--- config.mk ---
export PLATFORM = sky130hd
export DESIGN_NAME = margin_scan_seq
export DESIGN_NICKNAME = d
export VERILOG_FILES = /design/src/rtl/margin_scan_pkg.sv /design/src/rtl/margin_scan_dp.sv /design/src/rtl/margin_scan_ctrl.sv /design/src/rtl/margin_scan_seq.sv
export SDC_FILE = /design/constraint.sdc
export NUM_CORES = 1
export LEC_CHECK = 0
export BUFFER_PORTS_ARGS = -buffer_cell sky130_fd_sc_hd__buf_2
export CORE_ASPECT_RATIO = 0.75
export CORE_MARGIN = 2
export CORE_UTILIZATION = 57
export CTS_CLUSTER_DIAMETER = 120
export DETAILED_ROUTE_END_ITERATION = 8
export PLACE_DENSITY = 0.8
export SETUP_SLACK_MARGIN = 0.02
export SLEW_MARGIN = 20
export SYNTH_ARGS = -nofsm -noshare
export SYNTH_HDL_FRONTEND = slang
export SYNTH_SLANG_ARGS = --single-unit
--- constraint.sdc ---
create_clock -name clk -period 2.6 [get_ports clk]
set_clock_uncertainty 0.1 [all_clocks]
set_input_delay 0.26 -clock clk [delete_from_list [all_inputs] [get_ports clk]]
set_output_delay 0.26 -clock clk [all_outputs]
set_load 0.02 [all_outputs]
--- src/rtl/margin_scan_pkg.sv ---
`timescale 1ns/1ps
package margin_scan_pkg;

  localparam int CMD_W = 3;
  localparam logic [CMD_W-1:0] CMD_IDLE    = 3'd0;
  localparam logic [CMD_W-1:0] CMD_KEEP    = 3'd1;
  localparam logic [CMD_W-1:0] CMD_COMPARE = 3'd2;
  localparam logic [CMD_W-1:0] CMD_AUTO    = 3'd3;

  typedef enum logic [2:0] {
    ST_IDLE,
    ST_MODE,
    ST_SETTLE,
    ST_COMP,
    ST_GAP
  } seqState_t;

  typedef struct packed {
    logic startRun;
    logic runSingle;
    logic cntClr;
    logic sampleMatch;
    logic stepAdv;
    logic finishRun;
    logic abortRun;
    logic setKeep;
    logic clrKeep;
  } seqStrobe_t;

endpackage

--- src/rtl/margin_scan_dp.sv ---
`timescale 1ns/1ps
module margin_scan_dp
  import margin_scan_pkg::*;
#(
  parameter int NUM_STEPS     = 5,
  parameter int FIELD_W       = 2,
  parameter int SETTLE_CYCLES = 4,
  parameter int TMO_W         = 16,
  parameter int ADDR_W        = 2
) (
  input  logic               clk,
  input  logic               rstN,
  input  logic               cfgWe,
  input  logic [ADDR_W-1:0]  cfgAddr,
  input  logic [7:0]         cfgWdata,
  input  logic [TMO_W-1:0]   timeoutLimit,
  input  logic               arrMatch,
  input  seqStrobe_t         strobe,
  output logic               settleDone,
  output logic               waitExpired,
  output logic               lastStep,
  output logic [FIELD_W-1:0] teccOut,
  output logic [FIELD_W-1:0] mrclOut,
  output logic [FIELD_W-1:0] biasOut,
  output logic               passOut,
  output logic               keepOut,
  output logic               timedOutOut
);

  localparam int STEP_BITS = 3 * FIELD_W;
  localparam int STREAM_W  = NUM_STEPS * STEP_BITS;
  localparam int STEP_W    = $clog2(NUM_STEPS);
  localparam logic [STEP_W-1:0] LAST_IDX = STEP_W'(NUM_STEPS - 1);
  localparam logic [TMO_W-1:0]  SETTLE_END = TMO_W'(SETTLE_CYCLES - 1);

  // Packed configuration stream: only bits that feed a field are stored.
  logic [STREAM_W-1:0] cfgBits;

  for (genvar b = 0; b < STREAM_W; b++) begin : gCfgBit
    localparam int REG_SEL = b / 8;
    localparam int BIT_SEL = b % 8;
    always_ff @(posedge clk) begin
      if (!rstN) begin
        cfgBits[b] <= 1'b0;
      end else if (cfgWe && (int'(cfgAddr) == REG_SEL)) begin
        cfgBits[b] <= cfgWdata[BIT_SEL];
      end
    end
  end

  // Per-step field extraction: timing trim, then current trim, then bias.
  logic [FIELD_W-1:0] stepTecc [NUM_STEPS];
  logic [FIELD_W-1:0] stepMrcl [NUM_STEPS];
  logic [FIELD_W-1:0] stepBias [NUM_STEPS];

  for (genvar g = 0; g < NUM_STEPS; g++) begin : gStepField
    assign stepTecc[g] = cfgBits[g*STEP_BITS             +: FIELD_W];
    assign stepMrcl[g] = cfgBits[g*STEP_BITS + FIELD_W   +: FIELD_W];
    assign stepBias[g] = cfgBits[g*STEP_BITS + 2*FIELD_W +: FIELD_W];
  end

  // Step pointer and last-step bound.
  logic [STEP_W-1:0] stepIdx;
  logic [STEP_W-1:0] lastIdx;

  always_ff @(posedge clk) begin
    if (!rstN) begin
      stepIdx <= '0;
      lastIdx <= LAST_IDX;
    end else if (strobe.startRun) begin
      stepIdx <= '0;
      lastIdx <= strobe.runSingle ? '0 : LAST_IDX;
    end else if (strobe.stepAdv) begin
      stepIdx <= stepIdx + 1'b1;
    end
  end

  assign lastStep = (stepIdx == lastIdx);
  assign teccOut  = stepTecc[stepIdx];
  assign mrclOut  = stepMrcl[stepIdx];
  assign biasOut  = stepBias[stepIdx];

  // Shared delay counter: settle window and watchdog.
  logic [TMO_W-1:0] delayCnt;

  always_ff @(posedge clk) begin
    if (!rstN || strobe.cntClr) begin
      delayCnt <= '0;
    end else if (delayCnt != '1) begin
      delayCnt <= delayCnt + 1'b1;
    end
  end

  assign settleDone  = (delayCnt >= SETTLE_END);
  assign waitExpired = (delayCnt >= timeoutLimit);

  // Result accumulation and mode status.
  logic matchAcc;

  always_ff @(posedge clk) begin
    if (!rstN) begin
      matchAcc    <= 1'b1;
      passOut     <= 1'b0;
      timedOutOut <= 1'b0;
      keepOut     <= 1'b0;
    end else begin
      if (strobe.startRun) begin
        matchAcc    <= 1'b1;
        passOut     <= 1'b0;
        timedOutOut <= 1'b0;
      end else if (strobe.sampleMatch) begin
        matchAcc <= matchAcc & arrMatch;
      end
      if (strobe.finishRun) begin
        passOut <= matchAcc;
      end
      if (strobe.abortRun) begin
        passOut     <= 1'b0;
        timedOutOut <= 1'b1;
      end
      if (strobe.setKeep) begin
        keepOut <= 1'b1;
      end else if (strobe.clrKeep) begin
        keepOut <= 1'b0;
      end
    end
  end

endmodule

--- src/rtl/margin_scan_ctrl.sv ---
`timescale 1ns/1ps
module margin_scan_ctrl
  import margin_scan_pkg::*;
(
  input  logic             clk,
  input  logic             rstN,
  input  logic             cmdValid,
  input  logic [CMD_W-1:0] cmdCode,
  input  logic             settleDone,
  input  logic             waitExpired,
  input  logic             lastStep,
  input  logic             arrRcReady,
  output seqStrobe_t       strobe,
  output logic             compOut,
  output logic             readyOut
);

  seqState_t state;
  seqState_t stateNext;
  logic      pendKeep;

  always_ff @(posedge clk) begin
    if (!rstN) begin
      state    <= ST_IDLE;
      pendKeep <= 1'b0;
    end else begin
      state <= stateNext;
      if (state == ST_IDLE && cmdValid) begin
        pendKeep <= (cmdCode == CMD_KEEP);
      end
    end
  end

  always_comb begin
    stateNext = state;
    strobe    = '0;
    unique case (state)
      ST_IDLE: begin
        if (cmdValid) begin
          case (cmdCode)
            CMD_IDLE, CMD_KEEP: stateNext = ST_MODE;
            CMD_COMPARE, CMD_AUTO: begin
              strobe.startRun  = 1'b1;
              strobe.runSingle = (cmdCode == CMD_COMPARE);
              strobe.cntClr    = 1'b1;
              stateNext        = ST_SETTLE;
            end
            default: stateNext = ST_IDLE;
          endcase
        end
      end
      ST_MODE: begin
        strobe.setKeep = pendKeep;
        strobe.clrKeep = !pendKeep;
        stateNext      = ST_IDLE;
      end
      ST_SETTLE: begin
        if (settleDone) begin
          strobe.cntClr = 1'b1;
          stateNext     = ST_COMP;
        end
      end
      ST_COMP: begin
        if (arrRcReady) begin
          strobe.sampleMatch = 1'b1;
          stateNext          = ST_GAP;
        end else if (waitExpired) begin
          strobe.abortRun = 1'b1;
          stateNext       = ST_IDLE;
        end
      end
      ST_GAP: begin
        if (lastStep) begin
          strobe.finishRun = 1'b1;
          stateNext        = ST_IDLE;
        end else begin
          strobe.stepAdv = 1'b1;
          strobe.cntClr  = 1'b1;
          stateNext      = ST_SETTLE;
        end
      end
      default: stateNext = ST_IDLE;
    endcase
  end

  assign compOut  = (state == ST_COMP);
  assign readyOut = (state == ST_IDLE);

endmodule

--- src/rtl/margin_scan_seq.sv ---
`timescale 1ns/1ps
module margin_scan_seq
  import margin_scan_pkg::*;
#(
  parameter int NUM_STEPS     = 5,
  parameter int FIELD_W       = 2,
  parameter int SETTLE_CYCLES = 4,
  parameter int TMO_W         = 16
) (
  input  logic                                            clk,
  input  logic                                            rstN,
  input  logic                                            cfgWe,
  input  logic [$clog2((NUM_STEPS*3*FIELD_W+7)/8)-1:0]     cfgAddr,
  input  logic [7:0]                                      cfgWdata,
  input  logic                                            cmdValid,
  input  logic [2:0]                                      cmdCode,
  input  logic [TMO_W-1:0]                                timeoutLimit,
  input  logic                                            arrRcReady,
  input  logic                                            arrMatch,
  output logic [FIELD_W-1:0]                              arrTecc,
  output logic [FIELD_W-1:0]                              arrMrcl,
  output logic [FIELD_W-1:0]                              arrBias,
  output logic                                            arrComp,
  output logic                                            stReady,
  output logic                                            stPass,
  output logic                                            stKeep,
  output logic                                            stTimedOut
);

  localparam int ADDR_W = $clog2((NUM_STEPS*3*FIELD_W+7)/8);

  seqStrobe_t strobe;
  logic       settleDone;
  logic       waitExpired;
  logic       lastStep;

  margin_scan_ctrl uCtrl (
    .clk         (clk),
    .rstN        (rstN),
    .cmdValid    (cmdValid),
    .cmdCode     (cmdCode),
    .settleDone  (settleDone),
    .waitExpired (waitExpired),
    .lastStep    (lastStep),
    .arrRcReady  (arrRcReady),
    .strobe      (strobe),
    .compOut     (arrComp),
    .readyOut    (stReady)
  );

  margin_scan_dp #(
    .NUM_STEPS     (NUM_STEPS),
    .FIELD_W       (FIELD_W),
    .SETTLE_CYCLES (SETTLE_CYCLES),
    .TMO_W         (TMO_W),
    .ADDR_W        (ADDR_W)
  ) uDp (
    .clk          (clk),
    .rstN         (rstN),
    .cfgWe        (cfgWe),
    .cfgAddr      (cfgAddr),
    .cfgWdata     (cfgWdata),
    .timeoutLimit (timeoutLimit),
    .arrMatch     (arrMatch),
    .strobe       (strobe),
    .settleDone   (settleDone),
    .waitExpired  (waitExpired),
    .lastStep     (lastStep),
    .teccOut      (arrTecc),
    .mrclOut      (arrMrcl),
    .biasOut      (arrBias),
    .passOut      (stPass),
    .keepOut      (stKeep),
    .timedOutOut  (stTimedOut)
  );

endmodule

Word level (Yosys, flattened, before mapping). Cells that the tools add are included.

Bitwise operators: 3. $lt $le $gt $ge: 3. Add/sub/neg operators: 2. Reductions and logical operators: 19. Equal/unequal tests: 15. Mux-type cells: 36.

Operator list (number): 3-bit 2-to-1 mux (7); 2-bit 2-to-1 mux (10); 2-bit binary-select mux with 3-bit select (3); 16-bit by 1-bit adder with 16-bit output, second input constant (1); 16-bit greater-or-equal comparator (1); 16-bit by 2-bit greater-or-equal comparator with 1-bit output, second input constant (1); 16-bit != test, second input constant (1); 1-bit 2-to-1 mux (13); 3-bit by 2-bit == test with 1-bit output, second input constant (4); 3-bit case mux with 4 select lines (1); 2-bit OR reduction (4); 3-bit by 1-bit == test with 1-bit output, second input constant (2); 3-bit logical NOT (2); 2-bit nonzero test (3); 1-bit logical AND (5); 2-bit == test, second input constant (2); 4-bit greater-or-equal comparator, second input constant (1); 2-bit != test, second input constant (2); 3-bit inverter with 4-bit output (1); 2-bit case mux with 2 select lines (1); 3-bit by 1-bit adder with 3-bit output, second input constant (1); 3-bit == test (1); 3-bit == test, second input constant (1); 3-bit by 2-bit != test with 1-bit output, second input constant (1); other kinds (8) (9).

Bits of input ports: 35. Output and inout port bits: 11. Register bits after elaboration: 60. Word-level logic and storage cells: 117.

Logic depth before layout (Yosys ltp).
Depth after elaboration: 7. Depth in mapped cells: 7. Depth with buffers taken out: 7.

Hierarchy. A second synthesis with hierarchy kept.

Cell total of the unflattened synthesis: 353. Area total of the unflattened synthesis: 3226.8 um^2.

Modules (own cells, without submodules): margin_scan_dp (times used 1, area each 2931.6 um^2, cells an instance 316, sequential area each 1081.0 um^2); margin_scan_ctrl (times used 1, area each 295.3 um^2, cells an instance 37, sequential area each 80.1 um^2).

Worst setup path before layout. Ideal clock, no wire load.

Path type: reg-to-reg. From: register uDp.stepIdx[0]. To: register uDp.delayCnt[0]. Arrival: 1.781 ns. Path buffers: 2. Stages on the path, launching flop included: 8. Period minus slack after synthesis: 1.996 ns. Setup time: 0.115 ns. Path slack: 0.604 ns. Cells stage by stage: dfxtp_1 clkbuf_1 inv_1 ha_1 a2111oi_4 a211o_4 buf_6 nor2_1.

Longest elaborated chain between the ends: 4.

RTL lines: start: declaration (line margin_scan_dp.sv:63) `logic [STEP_W-1:0] stepIdx;`; start signal: assignment (line margin_scan_dp.sv:74) `stepIdx <= stepIdx + 1'b1;`; 3-bit == test (line margin_scan_dp.sv:78) `assign lastStep = (stepIdx == lastIdx);`; 1-bit 2-to-1 mux (line margin_scan_ctrl.sv:73) `if (lastStep) begin`; 1-bit case mux with 3 select lines (line margin_scan_ctrl.sv:37) `unique case (state)`; 1-bit logical OR (line margin_scan_dp.sv:87) `if (!rstN || strobe.cntClr) begin`; end signal: assignment (line margin_scan_dp.sv:90) `delayCnt <= delayCnt + 1'b1;`; end: declaration (line margin_scan_dp.sv:84) `logic [TMO_W-1:0] delayCnt;`.

Every way passes these cells. A chain may end at the register's enable or synchronous reset.

Worst setup path in the final report.
From: register uDp.delayCnt[15]. To: register uCtrl.state[1].

Longest elaborated chain between the ends: 3. Elaborated cells on any way between the ends: 5. Those cells by class: 2 x order compare; 2 x eq/ne; 1 x reduce/logical.

RTL lines: 16-bit greater-or-equal comparator or 16-bit by 2-bit greater-or-equal comparator with 1-bit output (tied branches) (line margin_scan_dp.sv:95, margin_scan_dp.sv:94); 3-bit by 2-bit != test with 1-bit output (no source line) or 2-bit != test (tied branches); 3-bit AND reduction (no source line) *; end signal: assignment (line margin_scan_ctrl.sv:27) `state <= stateNext;`; end: declaration (line margin_scan_ctrl.sv:18) `seqState_t state;`.

Mark *: on every way between the ends. The rest lies on a longest branch, timed or not.

==> impl_metrics.tcl <==
set metrics [dict create \
    status "finished, final reports clean" \
    rsz0062_at_grt "no" \
    wl_mm 6.93 \
    post-route-min-period_ps 2280 \
    slowest_delay_ps 550 \
    syn-cell-area_sq_um 3060 \
    finalHoldViolations 0 \
    post_cts_buffers 0 \
    dpl_cell_area_sq_um 3360 \
    syn_to_final_growth_pct 17.9 \
    power.total_mw 2.14 \
    worstMarginPinSlew_ps 575 \
    crit_type "reg -> reg" \
    core-area_sq_um 5270 \
    io_buffer_count 45 \
    ys_warn_count 0 \
    drc_errors 0 \
    dieArea_sq_um 5980 \
    cts.reportedPaths.clkPinSlew_ps 60 \
    fill_cells 424 \
    post-route-period-util 0.878 \
    dpl.hpwl_mm 4.98 \
    fin_util 0.685 \
    drive_gt1_frac 0.193 \
    fin_area_sq_um 3610 \
    drt_pre_antenna_iters 4 \
    p_leak_nw 1.67 \
    vias 2595 \
    grt_overflow 0 \
    slowest_stage "or4b_1" \
    fmax_mhz 438 \
    final_cell_mix "58 x dfxtp_1, 54 x nor2_1, 45 x buf_2" \
    synth_edf_count 0 \
    drt_iter0_markers 152 \
    finalSetupViolCount 0 \
    die_h_um 67.5 \
    dpl.cell_count 453 \
    synth.yosys.seq_area_share 0.379 \
    syn_area_per_cell_sq_um 8.97 \
    path_delay_family "simple AND/OR/NAND/NOR gates" \
    postRouteAntennaNets 0 \
    dieWidth_um 88.6 \
    ys_types 41 \
    numCtsBuffers 9 \
    vias_per_cell 5.53 \
    cts_tree "yes" \
    layout.nets 443 \
    grt_max_degree 34 \
    p_per_area_nw_per_um2 594 \
    gp_congestion 0.829 \
    cts.sinks 58 \
    async_flop_share 0 \
    instances_no_fill 469 \
    cts_resized 0 \
    wl_per_cell_um 14.8 \
    synth.net_count 395 \
    ys.flop_type "dfxtp_1" \
    antenna_cells 0 \
    critPathCaptureType "flop" \
    final_common_cell "dfxtp_1" \
    antenna_found_initial 0 \
    ctsRootBufferMaster "clkbuf_8" \
    grt_pass1_vias 2355 \
    slew_headroom 0.616 \
    seq_area_sq_um 1160 \
    arrival_ps 2380 \
    track_usage 0.245 \
    cts_hold_buf 0 \
    io_pins 46 \
    start_util 0.581 \
    grt_pass1_wl_mm 11.1 \
    setup_tns_ps 0 \
    cts_buffer_depth 2 \
    rows 23 \
    ir_worst_vdd_uv 412 \
    max-cap-violations 0 \
    crit_required_ps 2690 \
    htree_levels 3 \
    clk_latency_ps 330 \
    crit_chain "ha_1 > nand2_1 > nor4_1 > or4b_1 > nand4_1 > a31oi_1" \
    syn_inst 341 \
    critPathLaunchType "flop" \
    cp.buffers_inverters 0 \
    ys_ff_latch 58 \
    multi_input_area_sq_um 1740 \
    slew_viol_final 0 \
    cp_max_fo 7 \
    holdCritPathClass "in -> reg" \
]
==> cell usage after synthesis (6+ instances only) <==
cell type | count | share of area
dfxtp_1 | 58 | 0.38
nor2_1 | 54 | 0.066
mux2i_1 | 35 | 0.11
inv_1 | 27 | 0.033
ha_1 | 19 | 0.078
nand2_1 | 18 | 0.022
nand3_1 | 18 | 0.029
a21oi_1 | 12 | 0.020
nand4_1 | 12 | 0.025
o21ai_0 | 10 | 0.016
clkbuf_1 | 9 | 0.011
xor2_1 | 8 | 0.023
mux4_2 | 6 | 0.044
==> report_power, final <==
| part | total [mW] | switching (mW) | leakage [nW] | internal (mW) |
|---|---|---|---|---|
| Combinational | 0.181 | 0.102 | 1.07 | 0.0788 |
| Sequential | 0.932 | 0.0196 | 0.470 | 0.912 |
| Clock | 1.03 | 0.346 | 0.129 | 0.685 |
==> stage by stage <==
step	hold slack (ps)	worst slack [ps]
3_5_place_dp	350	383
5_1_grt	72.7	151
4_1_cts	60.2	363
2_1_floorplan	222	604
6_report	64.7	316
3_3_place_gp	342	389
==> sequential cells by signal, indices dropped and copies added, names as in the netlist <==
signal           cells
uDp.matchAcc         1
uDp.passOut          1
uCtrl.pendKeep       1
uDp.timedOutOut      1
uDp.lastIdx          1
uDp.delayCnt        16
uDp.cfgBits         30
uDp.keepOut          1
uDp.stepIdx          3
uCtrl.state          3
==> path summary, 6_finish.rpt <==
| kind | start | endpoint | slack (ps) | cells past startpoint |
|---|---|---|---|---|
| worst max-delay path | uDp.delayCnt[15] | uCtrl.state[1] | 320 | 6 |
| worst min-delay path | cmdCode[0] | uDp.lastIdx[2] | 60 | 3 |
| worst max register to register | uDp.delayCnt[15] | uCtrl.state[1] | 320 | 6 |
| worst min register to register | uCtrl.pendKeep | uCtrl.pendKeep | 360 | 2 |
==> logic make-up after synthesis <==
logic type	after synthesis	synth area share
flops	58	0.379
fa+ha+maj	19	0.0777
compound gates	35	0.0781
xor+xnor	13	0.0372
buf+inv	40	0.0519
simple gates	135	0.217
mux	41	0.159
==> final cells by class <==
cell class | count | share of cell area
repair buffers | 49 | 0.0708
clock inverters | 5 | 0.0277
well taps | 75 | 0.0260
flip-flops and latches | 58 | 0.322
multi-input cells | 243 | 0.482
inverters | 28 | 0.0291
clock buffers | 11 | 0.0420
==> per-layer routing <==
metal,global-route usage,vias up,share of wire
li1,-,1292,-
met1,0.346,1217,0.47
met2,0.367,76,0.45
met3,0.0795,10,0.070
met4,0.0530,0,0.0088
met5,0,-,0
==> worst reg2reg max path, cell delays in order, from the launching register on <==
cell     delay (ps)
dfxtp_1         380
ha_1            330
nand2_1          90
nor4_1          450
or4b_1          550
nand4_1         160
a31oi_1          90
Note: power is estimated with default switching activity, not from simulation.
